==> src/rtl/sigcu_pkg.sv <==
package sigcu_pkg;
  typedef enum logic [1:0] {
    PH_IDLE      = 2'd0,
    PH_ACTIVE    = 2'd1,
    PH_ACQUIRE   = 2'd2,
    PH_WRITEBACK = 2'd3
  } phase_e;

  typedef enum logic [2:0] {
    OP_NOP     = 3'd0,
    OP_BEGIN   = 3'd1,
    OP_RDBAR   = 3'd2,
    OP_WRBAR   = 3'd3,
    OP_COMMIT  = 3'd4,
    OP_OWNED   = 3'd5,
    OP_DRAINED = 3'd6,
    OP_ABORT   = 3'd7
  } op_e;
endpackage

==> src/rtl/sigcu_hash.sv <==
module sigcu_hash #(
  parameter int ADDR_W = 32,
  parameter int IDX_W  = 8
) (
  input  logic [ADDR_W-1:0] addr,
  output logic [IDX_W-1:0]  idx_a,
  output logic [IDX_W-1:0]  idx_b
);
  localparam int SHIFT_B = IDX_W / 2;
  localparam int NSL_A   = (ADDR_W + IDX_W - 1) / IDX_W;
  localparam int NSL_B   = (ADDR_W + SHIFT_B + IDX_W - 1) / IDX_W;

  logic [NSL_A*IDX_W-1:0] pad_a;
  logic [NSL_B*IDX_W-1:0] pad_b;

  // Hash A folds the address in plain slices; hash B folds it offset by half a slice.
  always_comb begin
    pad_a = '0;
    pad_a[ADDR_W-1:0] = addr;
    idx_a = '0;
    for (int k = 0; k < NSL_A; k++) begin
      idx_a = idx_a ^ pad_a[k*IDX_W +: IDX_W];
    end
  end

  always_comb begin
    pad_b = '0;
    pad_b[ADDR_W+SHIFT_B-1:SHIFT_B] = addr;
    idx_b = '0;
    for (int k = 0; k < NSL_B; k++) begin
      idx_b = idx_b ^ pad_b[k*IDX_W +: IDX_W];
    end
  end
endmodule

==> src/rtl/sigcu_filter.sv <==
module sigcu_filter #(
  parameter int SIG_BITS = 256,
  localparam int IDX_W   = $clog2(SIG_BITS)
) (
  input  logic             clk,
  input  logic             rst_n,
  input  logic             ins,
  input  logic [IDX_W-1:0] ins_a,
  input  logic [IDX_W-1:0] ins_b,
  input  logic             clr,
  input  logic [IDX_W-1:0] look_a,
  input  logic [IDX_W-1:0] look_b,
  output logic             hit
);
  logic [SIG_BITS-1:0] sig_q;
  logic [SIG_BITS-1:0] sig_d;

  for (genvar b = 0; b < SIG_BITS; b++) begin : g_cell
    logic sel;
    assign sel      = ins && ((ins_a == IDX_W'(b)) || (ins_b == IDX_W'(b)));
    assign sig_d[b] = clr ? 1'b0 : (sig_q[b] | sel);
  end

  always_ff @(posedge clk or negedge rst_n) begin
    if (!rst_n) sig_q <= '0;
    else        sig_q <= sig_d;
  end

  assign hit = sig_q[look_a] & sig_q[look_b];


  ins_sets_both_chk: assert property (@(posedge clk) disable iff (!rst_n)
    (ins && !clr) |=> (sig_q[$past(ins_a)] && sig_q[$past(ins_b)]));

  no_lost_bit_chk: assert property (@(posedge clk) disable iff (!rst_n)
    !clr |=> (($past(sig_q) & ~sig_q) == '0));

  clear_empty_chk: assert property (@(posedge clk) disable iff (!rst_n)
    clr |=> (sig_q == '0));
endmodule

==> src/rtl/sigcu_ctrl.sv <==
module sigcu_ctrl
  import sigcu_pkg::*;
(
  input  logic       clk,
  input  logic       rst_n,
  input  logic       cmd_valid,
  input  logic [2:0] cmd_op,
  input  logic       snp_valid,
  input  logic       snp_excl,
  input  logic       rd_hit,
  input  logic       wr_hit,
  output logic       rd_ins,
  output logic       wr_ins,
  output logic       rd_clr,
  output logic       wr_clr,
  output logic       conflict_o,
  output logic       nack_o
);
  phase_e phase_q, phase_d;
  logic   rd_look_q, rd_look_d;
  logic   wr_look_q, wr_look_d;
  logic   nack_en_q, nack_en_d;
  logic   conflict_d, nack_d;
  op_e    op;

  logic do_begin, do_commit, do_owned, do_drained, do_abort;

  assign op         = op_e'(cmd_op);
  assign do_abort   = cmd_valid && (op == OP_ABORT);
  assign do_begin   = cmd_valid && (op == OP_BEGIN)   && (phase_q == PH_IDLE);
  assign do_commit  = cmd_valid && (op == OP_COMMIT)  && (phase_q == PH_ACTIVE);
  assign do_owned   = cmd_valid && (op == OP_OWNED)   && (phase_q == PH_ACQUIRE);
  assign do_drained = cmd_valid && (op == OP_DRAINED) && (phase_q == PH_WRITEBACK);

  assign rd_ins = cmd_valid && (op == OP_RDBAR) && (phase_q == PH_ACTIVE);
  assign wr_ins = cmd_valid && (op == OP_WRBAR) && (phase_q == PH_ACTIVE);
  assign rd_clr = do_abort || do_owned;
  assign wr_clr = do_abort || do_drained;

  // Phase and lookup enables: next-state.
  always_comb begin
    phase_d   = phase_q;
    rd_look_d = rd_look_q;
    wr_look_d = wr_look_q;
    nack_en_d = nack_en_q;
    if (do_abort) begin
      phase_d   = PH_IDLE;
      rd_look_d = 1'b0;
      wr_look_d = 1'b0;
      nack_en_d = 1'b0;
    end else if (do_begin) begin
      phase_d   = PH_ACTIVE;
      rd_look_d = 1'b1;
    end else if (do_commit) begin
      phase_d   = PH_ACQUIRE;
      wr_look_d = 1'b1;
    end else if (do_owned) begin
      phase_d   = PH_WRITEBACK;
      rd_look_d = 1'b0;
      nack_en_d = 1'b1;
    end else if (do_drained) begin
      phase_d   = PH_IDLE;
      wr_look_d = 1'b0;
      nack_en_d = 1'b0;
    end
  end

  // Snoop response: next-state.
  always_comb begin
    conflict_d = snp_valid &&
                 ((rd_look_q && snp_excl && rd_hit) ||
                  (wr_look_q && !nack_en_q && wr_hit));
    nack_d     = snp_valid && nack_en_q && wr_hit;
  end

  always_ff @(posedge clk or negedge rst_n) begin
    if (!rst_n) begin
      phase_q    <= PH_IDLE;
      rd_look_q  <= 1'b0;
      wr_look_q  <= 1'b0;
      nack_en_q  <= 1'b0;
      conflict_o <= 1'b0;
      nack_o     <= 1'b0;
    end else begin
      phase_q    <= phase_d;
      rd_look_q  <= rd_look_d;
      wr_look_q  <= wr_look_d;
      nack_en_q  <= nack_en_d;
      conflict_o <= conflict_d;
      nack_o     <= nack_d;
    end
  end


  nack_excludes_conflict_chk: assert property (@(posedge clk) disable iff (!rst_n)
    !(nack_o && conflict_o));

  nack_only_writeback_chk: assert property (@(posedge clk) disable iff (!rst_n)
    nack_en_q |-> (phase_q == PH_WRITEBACK));

  shared_active_quiet_chk: assert property (@(posedge clk) disable iff (!rst_n)
    (snp_valid && !snp_excl && (phase_q == PH_ACTIVE)) |=> !conflict_o);

  no_snoop_quiet_chk: assert property (@(posedge clk) disable iff (!rst_n)
    !snp_valid |=> (!conflict_o && !nack_o));

  abort_idle_chk: assert property (@(posedge clk) disable iff (!rst_n)
    do_abort |=> ((phase_q == PH_IDLE) && !rd_look_q && !wr_look_q && !nack_en_q));

  writeback_exit_chk: assert property (@(posedge clk) disable iff (!rst_n)
    (phase_q == PH_WRITEBACK) |=> (phase_q inside {PH_WRITEBACK, PH_IDLE}));
endmodule

==> src/rtl/sigcu_top.sv <==
module sigcu_top #(
  parameter int ADDR_W   = 32,
  parameter int SIG_BITS = 256
) (
  input  logic              clk,
  input  logic              rst_n,
  input  logic              cmd_valid,
  input  logic [2:0]        cmd_op,
  input  logic [ADDR_W-1:0] cmd_addr,
  input  logic              snp_valid,
  input  logic              snp_excl,
  input  logic [ADDR_W-1:0] snp_addr,
  output logic              conflict_o,
  output logic              nack_o
);
  localparam int IDX_W = $clog2(SIG_BITS);

  logic [IDX_W-1:0] ins_a, ins_b, look_a, look_b;
  logic rd_ins, wr_ins, rd_clr, wr_clr, rd_hit, wr_hit;

  sigcu_hash #(.ADDR_W(ADDR_W), .IDX_W(IDX_W)) u_hash_cmd (
    .addr(cmd_addr), .idx_a(ins_a), .idx_b(ins_b));

  sigcu_hash #(.ADDR_W(ADDR_W), .IDX_W(IDX_W)) u_hash_snp (
    .addr(snp_addr), .idx_a(look_a), .idx_b(look_b));

  sigcu_filter #(.SIG_BITS(SIG_BITS)) u_rd_sig (
    .clk(clk), .rst_n(rst_n), .ins(rd_ins), .ins_a(ins_a), .ins_b(ins_b),
    .clr(rd_clr), .look_a(look_a), .look_b(look_b), .hit(rd_hit));

  sigcu_filter #(.SIG_BITS(SIG_BITS)) u_wr_sig (
    .clk(clk), .rst_n(rst_n), .ins(wr_ins), .ins_a(ins_a), .ins_b(ins_b),
    .clr(wr_clr), .look_a(look_a), .look_b(look_b), .hit(wr_hit));

  sigcu_ctrl u_ctrl (
    .clk(clk), .rst_n(rst_n), .cmd_valid(cmd_valid), .cmd_op(cmd_op),
    .snp_valid(snp_valid), .snp_excl(snp_excl), .rd_hit(rd_hit), .wr_hit(wr_hit),
    .rd_ins(rd_ins), .wr_ins(wr_ins), .rd_clr(rd_clr), .wr_clr(wr_clr),
    .conflict_o(conflict_o), .nack_o(nack_o));
endmodule

==> config.mk <==
export PLATFORM = sky130hd
export DESIGN_NAME = sigcu_top
export DESIGN_NICKNAME = d
export VERILOG_FILES = /design/src/rtl/sigcu_pkg.sv /design/src/rtl/sigcu_hash.sv /design/src/rtl/sigcu_filter.sv /design/src/rtl/sigcu_ctrl.sv /design/src/rtl/sigcu_top.sv
export SDC_FILE = /design/constraint.sdc
export NUM_CORES = 2
export LEC_CHECK = 0
export ABC_AREA = 1
export BUFFER_PORTS_ARGS = -buffer_cell sky130_fd_sc_hd__buf_2
export CAP_MARGIN = 0
export CELL_PAD_IN_SITES_DETAIL_PLACEMENT = 1
export CELL_PAD_IN_SITES_GLOBAL_PLACEMENT = 1
export CORE_ASPECT_RATIO = 0.6
export CORE_MARGIN = 3
export CORE_UTILIZATION = 42
export DETAILED_ROUTE_END_ITERATION = 8
export PLACE_DENSITY_LB_ADDON = 0.2
export SETUP_SLACK_MARGIN = 0.02
export SYNTH_ARGS = -nofsm -noshare
export SYNTH_HDL_FRONTEND = slang
export SYNTH_SLANG_ARGS = --single-unit
==> constraint.sdc <==
create_clock -name clk -period 1.9 [get_ports clk]
set_input_delay 0.095 -clock clk [delete_from_list [all_inputs] [get_ports clk]]
set_output_delay 0.095 -clock clk [all_outputs]
set_load 0.02 [all_outputs]
# --- After elaboration in Yosys (flattened, before gate mapping) ---
# Index checks and enable logic that the tools add are counted.
totals:
  regBits: 519
  inputBits: 72
  output_inout_bits: 2
  elab_cells: 2402
classes:
  magnitude_cmp: 2
  eq_ne: 524
  n_mux: 538
  bitwise_logic: 528
  reduce_logical: 802
ops:
  columns: ["cell", "count"]
  rows:
  - ["$eq 8x8->1 const B", 256]
  - ["$eq 8x7->1 const B", 128]
  - ["$logic_and 1x1->1", 532]
  - ["$mux 1", 529]
  - ["$eq 8x6->1 const B", 64]
  - ["$or 1x1->1", 512]
  - ["$logic_or 1x1->1", 259]
  - ["$eq 8x5->1 const B", 32]
  - ["$eq 8x4->1 const B", 16]
  - ["$xor 8x8->8", 12]
  - ["$eq 8x3->1 const B", 8]
  - ["$bmux 1 s8", 4]
  - ["$eq 8x2->1 const B", 4]
  - ["$lt 8x9->1 const B", 2]
  - ["$eq 8x1->1 const B", 2]
  - ["$logic_not 8->1", 2]
  - ["$xor 8x4->8", 2]
  - ["$eq 3x3->1 const B", 4]
  - ["$mux 2", 5]
  - ["$reduce_bool 3->1", 3]
  - ["$eq 3x2->1 const B", 2]
  - ["$ne 3x2->1 const B", 2]
  - ["$reduce_and 3->1", 2]
  - ["$reduce_bool 5->1", 1]
  - ["other kinds (8)", 11]

# --- Longest topological paths before layout ---
logic_depth:
  depth_word: 10
  depth_mapped: 20
  depth_no_buf: 18

# --- Cells and area by module ---
# Synthesis repeated with hierarchy kept, for this count alone.
unflattened:
  hier_cells: 5136
  area_unflattened_um2: 34227.8
by_module_without_submodules:
  columns: ["mod", "n_inst", "cells_each", "area_per_inst_um2", "seq_area_each_um2"]
  rows:
  - ["sigcu_filter", 2, 2415, 16360.7, 6406.1]
  - ["sigcu_hash", 2, 128, 570.5, 0.0]
  - ["sigcu_ctrl", 1, 50, 365.4, 175.2]

# --- Least setup slack after synthesis ---
# No wires, ideal clock.
synth_path:
  path_type: "register to register"
  from: "reg u_ctrl.phase_q[0]"
  to: "reg u_rd_sig.sig_q[154]"
  setup_time_ns: 0.078
  arrival_ns: 1.729
  required_ns: 1.822
  path_slack_ns: 0.093
  stages_incl_launch_ff: 9
  n_path_buf: 2
  synth_period_minus_slack_ns: 1.807
  path_cell_list: "dfrtp_1 -> inv_1 -> nor2_1 -> nand3_1 -> nor2_1 -> clkbuf_1 -> buf_1 -> nand2_1 -> a21oi_1"
synth_between:
  elab_chain_len: 5
  elab_cells_between_ends: 8
  classes_between: "eq/ne: 2; mux: 1; bitwise: 1; reduce/logical: 4"
synth_lines:
  columns: ["element", "line_no", "text"]
  rows:
  - ["start: declaration", "sigcu_ctrl.sv:19", "phase_e phase_q, phase_d;"]
  - ["start signal: assignment", "sigcu_ctrl.sv:85", "phase_q <= phase_d;"]
  - ["$eq 2x1->1", "sigcu_ctrl.sv:35", "assign rd_ins = cmd_valid && (op == OP_RDBAR) && (phase_q == PH_ACTIVE);"]
  - ["$logic_and 1x1->1", "sigcu_ctrl.sv:35", null]
  - ["$logic_and 1x1->1", "sigcu_filter.sv:20", "assign sel = ins && ((ins_a == IDX_W'(b)) || (ins_b == IDX_W'(b)));"]
  - ["$or 1x1->1", "sigcu_filter.sv:21", "assign sig_d[b] = clr ? 1'b0 : (sig_q[b] | sel);"]
  - ["$mux 1 *", "sigcu_filter.sv:21", null]
  - ["named net u_rd_sig.sig_d[154]", "sigcu_filter.sv:16", "logic [SIG_BITS-1:0] sig_d;"]
  - ["end signal: assignment", "sigcu_filter.sv:26", "else sig_q <= sig_d;"]
  - ["end: declaration", "sigcu_filter.sv:15", "logic [SIG_BITS-1:0] sig_q;"]
# Mark *: on every way through the listed nets, which the timed path passes. The rest lies on a longest branch.
# A chain may end at the register's enable or synchronous reset.

# --- Worst setup path in the final report ---
layout_path:
  from: "in snp_addr[8]"
  to: "reg u_ctrl.conflict_o"
layout_between:
  elab_chain_len: 10
  elab_cells_between_ends: 21
  classes_between: "mux: 8; bitwise: 9; reduce/logical: 4"
layout_lines:
  columns: ["element", "line_no", "text"]
  rows:
  - ["start: declaration", "sigcu_top.sv:12", "input logic [ADDR_W-1:0] snp_addr,"]
  - ["$xor 8x8->8 (3 in series)", "sigcu_hash.sv:31", "idx_b = idx_b ^ pad_b[k*IDX_W +: IDX_W];"]
  - ["$xor 8x4->8", "sigcu_hash.sv:31", null]
  - ["$bmux 1 s8", "sigcu_filter.sv:29", "assign hit = sig_q[look_a] & sig_q[look_b];"]
  - ["$mux 1 (implied by the code)", "sigcu_filter.sv:29", null]
  - ["$and 1x1->1", "sigcu_filter.sv:29", null]
  - ["$logic_and 1x1->1 (on tied branches)", "sigcu_ctrl.sv:71, sigcu_ctrl.sv:72", null]
  - ["$logic_or 1x1->1 *", "sigcu_ctrl.sv:71", "((rd_look_q && snp_excl && rd_hit) ||"]
  - ["$logic_and 1x1->1 *", "sigcu_ctrl.sv:70", "conflict_d = snp_valid &&"]
  - ["named net u_ctrl.conflict_d", "sigcu_ctrl.sv:23", "logic conflict_d, nack_d;"]
  - ["end signal: assignment", "sigcu_ctrl.sv:89", "conflict_o <= conflict_d;"]
  - ["end: declaration", "sigcu_ctrl.sv:16", "output logic conflict_o,"]
# Mark *: on every way through the listed nets, which the timed path passes. The rest lies on a longest branch. The select of a mux whose other input is x is not followed.

==> results.rst <==
.. list-table::
   :header-rows: 1

   * - Metric
     - Value
   * - Average wire per cell in the routed design
     - 29.4 um
   * - Number of hold violations in the final report
     - 0
   * - TritonCTS Buffers
     - 54
   * - Post-placement worst setup slack
     - -860 ps
   * - Worst reg2reg path startpoint
     - u_rd_sig.sig_q[61]
   * - Element type at the critical path end
     - flop
   * - Bufs on Longest Clock Path
     - 3
   * - Cell chosen for the clock root
     - sky130_fd_sc_hd__clkbuf_16
   * - Synth Area per Inst
     - about 7.1 um2
   * - End point of the critical path
     - u_ctrl.conflict_o
   * - Distinct cells, synth
     - 30
   * - Syn. warnings
     - 0
   * - Core area
     - roughly 0.072 mm2
   * - Slew at the pin closest to its max-slew limit
     - about 860 ps
   * - DIE AREA
     - roughly 0.077 mm2
   * - Width of the die
     - around 360 um
   * - Net Count, Synth
     - between 4,000 and 5,000
   * - Rows
     - 76
   * - Data arrival time of the critical path
     - roughly 2600 ps
   * - Antenna Nets Post-Route
     - 0
   * - Clock tree from TritonCTS
     - done
   * - H-tree lvl count
     - 2
   * - Clock period minus final worst setup slack
     - around 2000 ps
   * - Final weighted congestion in routability-driven placement
     - around 0.98
   * - Share of layout cells above drive strength 1
     - approximately a fifth
   * - Fin area
     - slightly above 0.04 mm2
   * - Die boundary height
     - 216 um
   * - Part of the Yosys area used for sequential elements
     - 41.9%
   * - First-pass DRT Iterations
     - 7
   * - Crit path max fanout
     - 8
   * - Placed insts
     - about 5,600
   * - Remaining global-route overflow
     - 0
   * - Max-Slew Margin vs Limit
     - 42.2%
   * - Number of I/O pins
     - 74
   * - Worst setup SP type
     - input pin
   * - Clock transition at the registers of the reported paths
     - ~70 ps
   * - FF-to-FF path depth
     - 12
   * - IO Port Bufs
     - 73
   * - CP Data Required Time
     - between 2000 and 2500 ps
   * - Start point of the critical path
     - snp_addr[8]
   * - Power per cell area
     - approximately 950 mW/mm2
   * - Detailed router's first-iteration violation count
     - 5,535
   * - Routed vias
     - around 37,000
   * - DRC violation count after routing
     - 0
   * - Setup violators final
     - between 100 and 150
   * - Share of the core filled with cells
     - 57.4%
   * - Hold WS
     - 76.4 ps
   * - Cell Area, Synth
     - 0.0310 mm2
   * - Number of max-cap violations
     - 0
   * - Mapped Cells
     - ~4,400
   * - Ant diodes
     - 0
   * - Status
     - finished, violations left
   * - Leak Pwr
     - around 18 nW
   * - Violated checks
     - setup timing
   * - Final sum of negative setup slack
     - -2130 ps
   * - Unrepaired setup endpoints after global routing
     - yes
   * - Worst-skew pair later-pin latency
     - around 660 ps
   * - Worst setup slack after layout
     - -128 ps
   * - Starting utilization of the core area
     - 42.8%
   * - Non-filler cells in the finished layout
     - 5,809
   * - Mean number of vias per cell
     - around 6.3
   * - Final net count
     - 4,864
   * - First-pass GRT wire length
     - around 230,000 um
   * - Layout area overhead
     - 34.0%
   * - Maximum vdd drop
     - 726 uV
   * - Synth Register Bits
     - 519
   * - Hold crit path type
     - input pin to async pin
   * - Max Transition Viols Final
     - 0
   * - Largest net degree at the start of global routing
     - 83
   * - Design Power
     - ~40 mW
   * - Vias in the first global route
     - 35,200
   * - Aggregate global-route resource usage
     - between 40 and 50%
   * - Final cycle utilization of the critical path
     - 107%
   * - Worst setup skew after layout
     - ~17 ps
   * - Category of the most critical setup path
     - input pin to flop
   * - Maximum operating frequency
     - between 400 and 500 MHz
   * - Worst-case register-to-register setup slack
     - -100 ps
   * - Sink count of the clock tree
     - ~520
   * - Worst reg2reg endpoint
     - u_ctrl.conflict_o
   * - Wire length after detailed routing
     - between 150,000 and 200,000 um
   * - Half-perimeter wire length after placement
     - around 110,000 um
   * - Area after DPL
     - 0.0369 mm2
   * - Number of antenna violations at the first check in global routing
     - 4
## cell usage in the layout (no fill, tap or decap), drive strengths merged, types with 4 or more instances in the layout
cell,netlist,final
o211ai,162,162
o21ai,61,61
xor2,25,25
bufinv,0,11
nor2,70,70
nand3,968,968
buf,238,680
dlygate4sd3,0,8
a21oi,572,572
nor3,4,4
dfrtp,519,519
o22ai,120,120
inv,600,603
clkbuf,110,94
clkinv,1,12
clkinvlp,0,6
nand2,893,896
xnor2,16,16
## cells by family after synthesis
kind of cell           Yosys count  share of synthesized area, %
XOR/XNOR                        41                          1.30
AO/OA/AOI/OAI                  917                          16.6
AND/OR/NAND/NOR               1938                          27.5
flip-flops                     519                          41.9
buffers and inverters          949                          12.7
## how the worst min path moves through the flow
| stage | start | to | slack, ps | depth (start not counted) |
|---|---|---|---|---|
| 2_1_floorplan | rst_n | u_ctrl.conflict_o | -200 | 0 |
| 6_report | rst_n | u_rd_sig.sig_q[77] | 80 | 3 |
| 5_1_grt | rst_n | u_rd_sig.sig_q[77] | 80 | 3 |
| 3_5_place_dp | rst_n | u_wr_sig.sig_q[96] | -30 | 1 |
| 3_3_place_gp | rst_n | u_wr_sig.sig_q[95] | -40 | 1 |
| 4_1_cts | cmd_op[2] | u_ctrl.rd_look_q | 5 | 6 |
## layer usage
layer | vias to the layer above | GRT usage [%] | routed length (um)
met5 | - | 0 | 163
met4 | 10 | 9.52 | 5760
met3 | 461 | 16.1 | 27200
met2 | 2784 | 54.3 | 66600
met1 | 18300 | 60.0 | 71100
li1 | 15400 | - | -
## flip-flops by register name (all words and copies together) (netlist names)
register,flops
u_ctrl.nack_en_q,1
u_ctrl.conflict_o,1
u_wr_sig.sig_q,256
u_ctrl.wr_look_q,1
u_rd_sig.sig_q,256
u_ctrl.nack_o,1
u_ctrl.phase_q,2
u_ctrl.rd_look_q,1
## cells in the mapped netlist
cell	instances	area, um2
sky130_fd_sc_hd__o21ai_1	4	20.0
sky130_fd_sc_hd__clkbuf_1	110	413
sky130_fd_sc_hd__nor4_1	1	6.26
sky130_fd_sc_hd__and3_1	1	6.26
sky130_fd_sc_hd__buf_1	45	169
sky130_fd_sc_hd__nand3_1	968	4840
sky130_fd_sc_hd__clkinv_1	1	3.75
sky130_fd_sc_hd__nor2_4	1	11.3
sky130_fd_sc_hd__xor2_2	4	65.1
sky130_fd_sc_hd__dfrtp_1	519	13000
sky130_fd_sc_hd__o21ai_0	57	285
sky130_fd_sc_hd__inv_2	8	30.0
sky130_fd_sc_hd__nand2_1	886	3330
sky130_fd_sc_hd__nand4_1	1	6.26
sky130_fd_sc_hd__inv_1	592	2220
sky130_fd_sc_hd__o21bai_1	1	7.51
sky130_fd_sc_hd__nand2_4	2	22.5
sky130_fd_sc_hd__nor3_1	4	20.0
sky130_fd_sc_hd__o211ai_1	162	1220
sky130_fd_sc_hd__xor2_1	21	184
sky130_fd_sc_hd__buf_2	158	791
sky130_fd_sc_hd__o22ai_1	120	751
sky130_fd_sc_hd__a21oi_1	572	2860
sky130_fd_sc_hd__xnor2_2	2	32.5
sky130_fd_sc_hd__buf_6	8	90.1
sky130_fd_sc_hd__nand2_2	5	31.3
sky130_fd_sc_hd__nor2_1	69	259
sky130_fd_sc_hd__a31oi_1	1	6.26
sky130_fd_sc_hd__xnor2_1	14	123
sky130_fd_sc_hd__buf_4	27	203
## critical path: stages
cell and delay [ps]:
sky130_fd_sc_hd__buf_4 130, sky130_fd_sc_hd__nand2_4 70, sky130_fd_sc_hd__inv_1 50, sky130_fd_sc_hd__nor2_2 160, sky130_fd_sc_hd__nand2_4 120, sky130_fd_sc_hd__nand2_8 90
sky130_fd_sc_hd__buf_12 170, sky130_fd_sc_hd__buf_12 180, sky130_fd_sc_hd__buf_16 160, sky130_fd_sc_hd__nand2_1 50, sky130_fd_sc_hd__o211ai_1 130, sky130_fd_sc_hd__nand3_1 240
sky130_fd_sc_hd__nand3_2 140, sky130_fd_sc_hd__nand3_1 90, sky130_fd_sc_hd__nand3_2 100, sky130_fd_sc_hd__nand3_4 100, sky130_fd_sc_hd__nand2_2 80, sky130_fd_sc_hd__nand2_1 90
sky130_fd_sc_hd__nand2_4 120, sky130_fd_sc_hd__nand2_1 60, sky130_fd_sc_hd__a21oi_1 140
## cell type report
| type | instances | area (um2) |
|---|---|---|
| multi-input combinational | 2899 | 15200 |
| sequential | 519 | 13000 |
| clock buffer | 70 | 1530 |
| timing repair inverter | 3 | 28.8 |
| tap | 975 | 1220 |
| timing repair buffer | 714 | 7880 |
| fill | 8773 | 30800 |
| clock inverter | 28 | 388 |
| inverter | 601 | 2320 |
## report_power, final
| part | internal, mW | switching [mW] |
|---|---|---|
| Combinational | 5.57 | 9.31 |
| Clock | 6.90 | 5.31 |
| Sequential | 11.8 | 0.689 |
| Total | 24.3 | 15.3 |
## repair_timing
action | CTS | global route
pin swaps | 9 | 87
endpoints found under the setup margin | 58 | 515
cloned | 3 | 30
hold endpoints to repair | 525 | 1
buffers inserted | 15 | 43
hold buffers | 9 | 1
resized for setup | 35 | 259
Power figures use the tool's default switching activity.
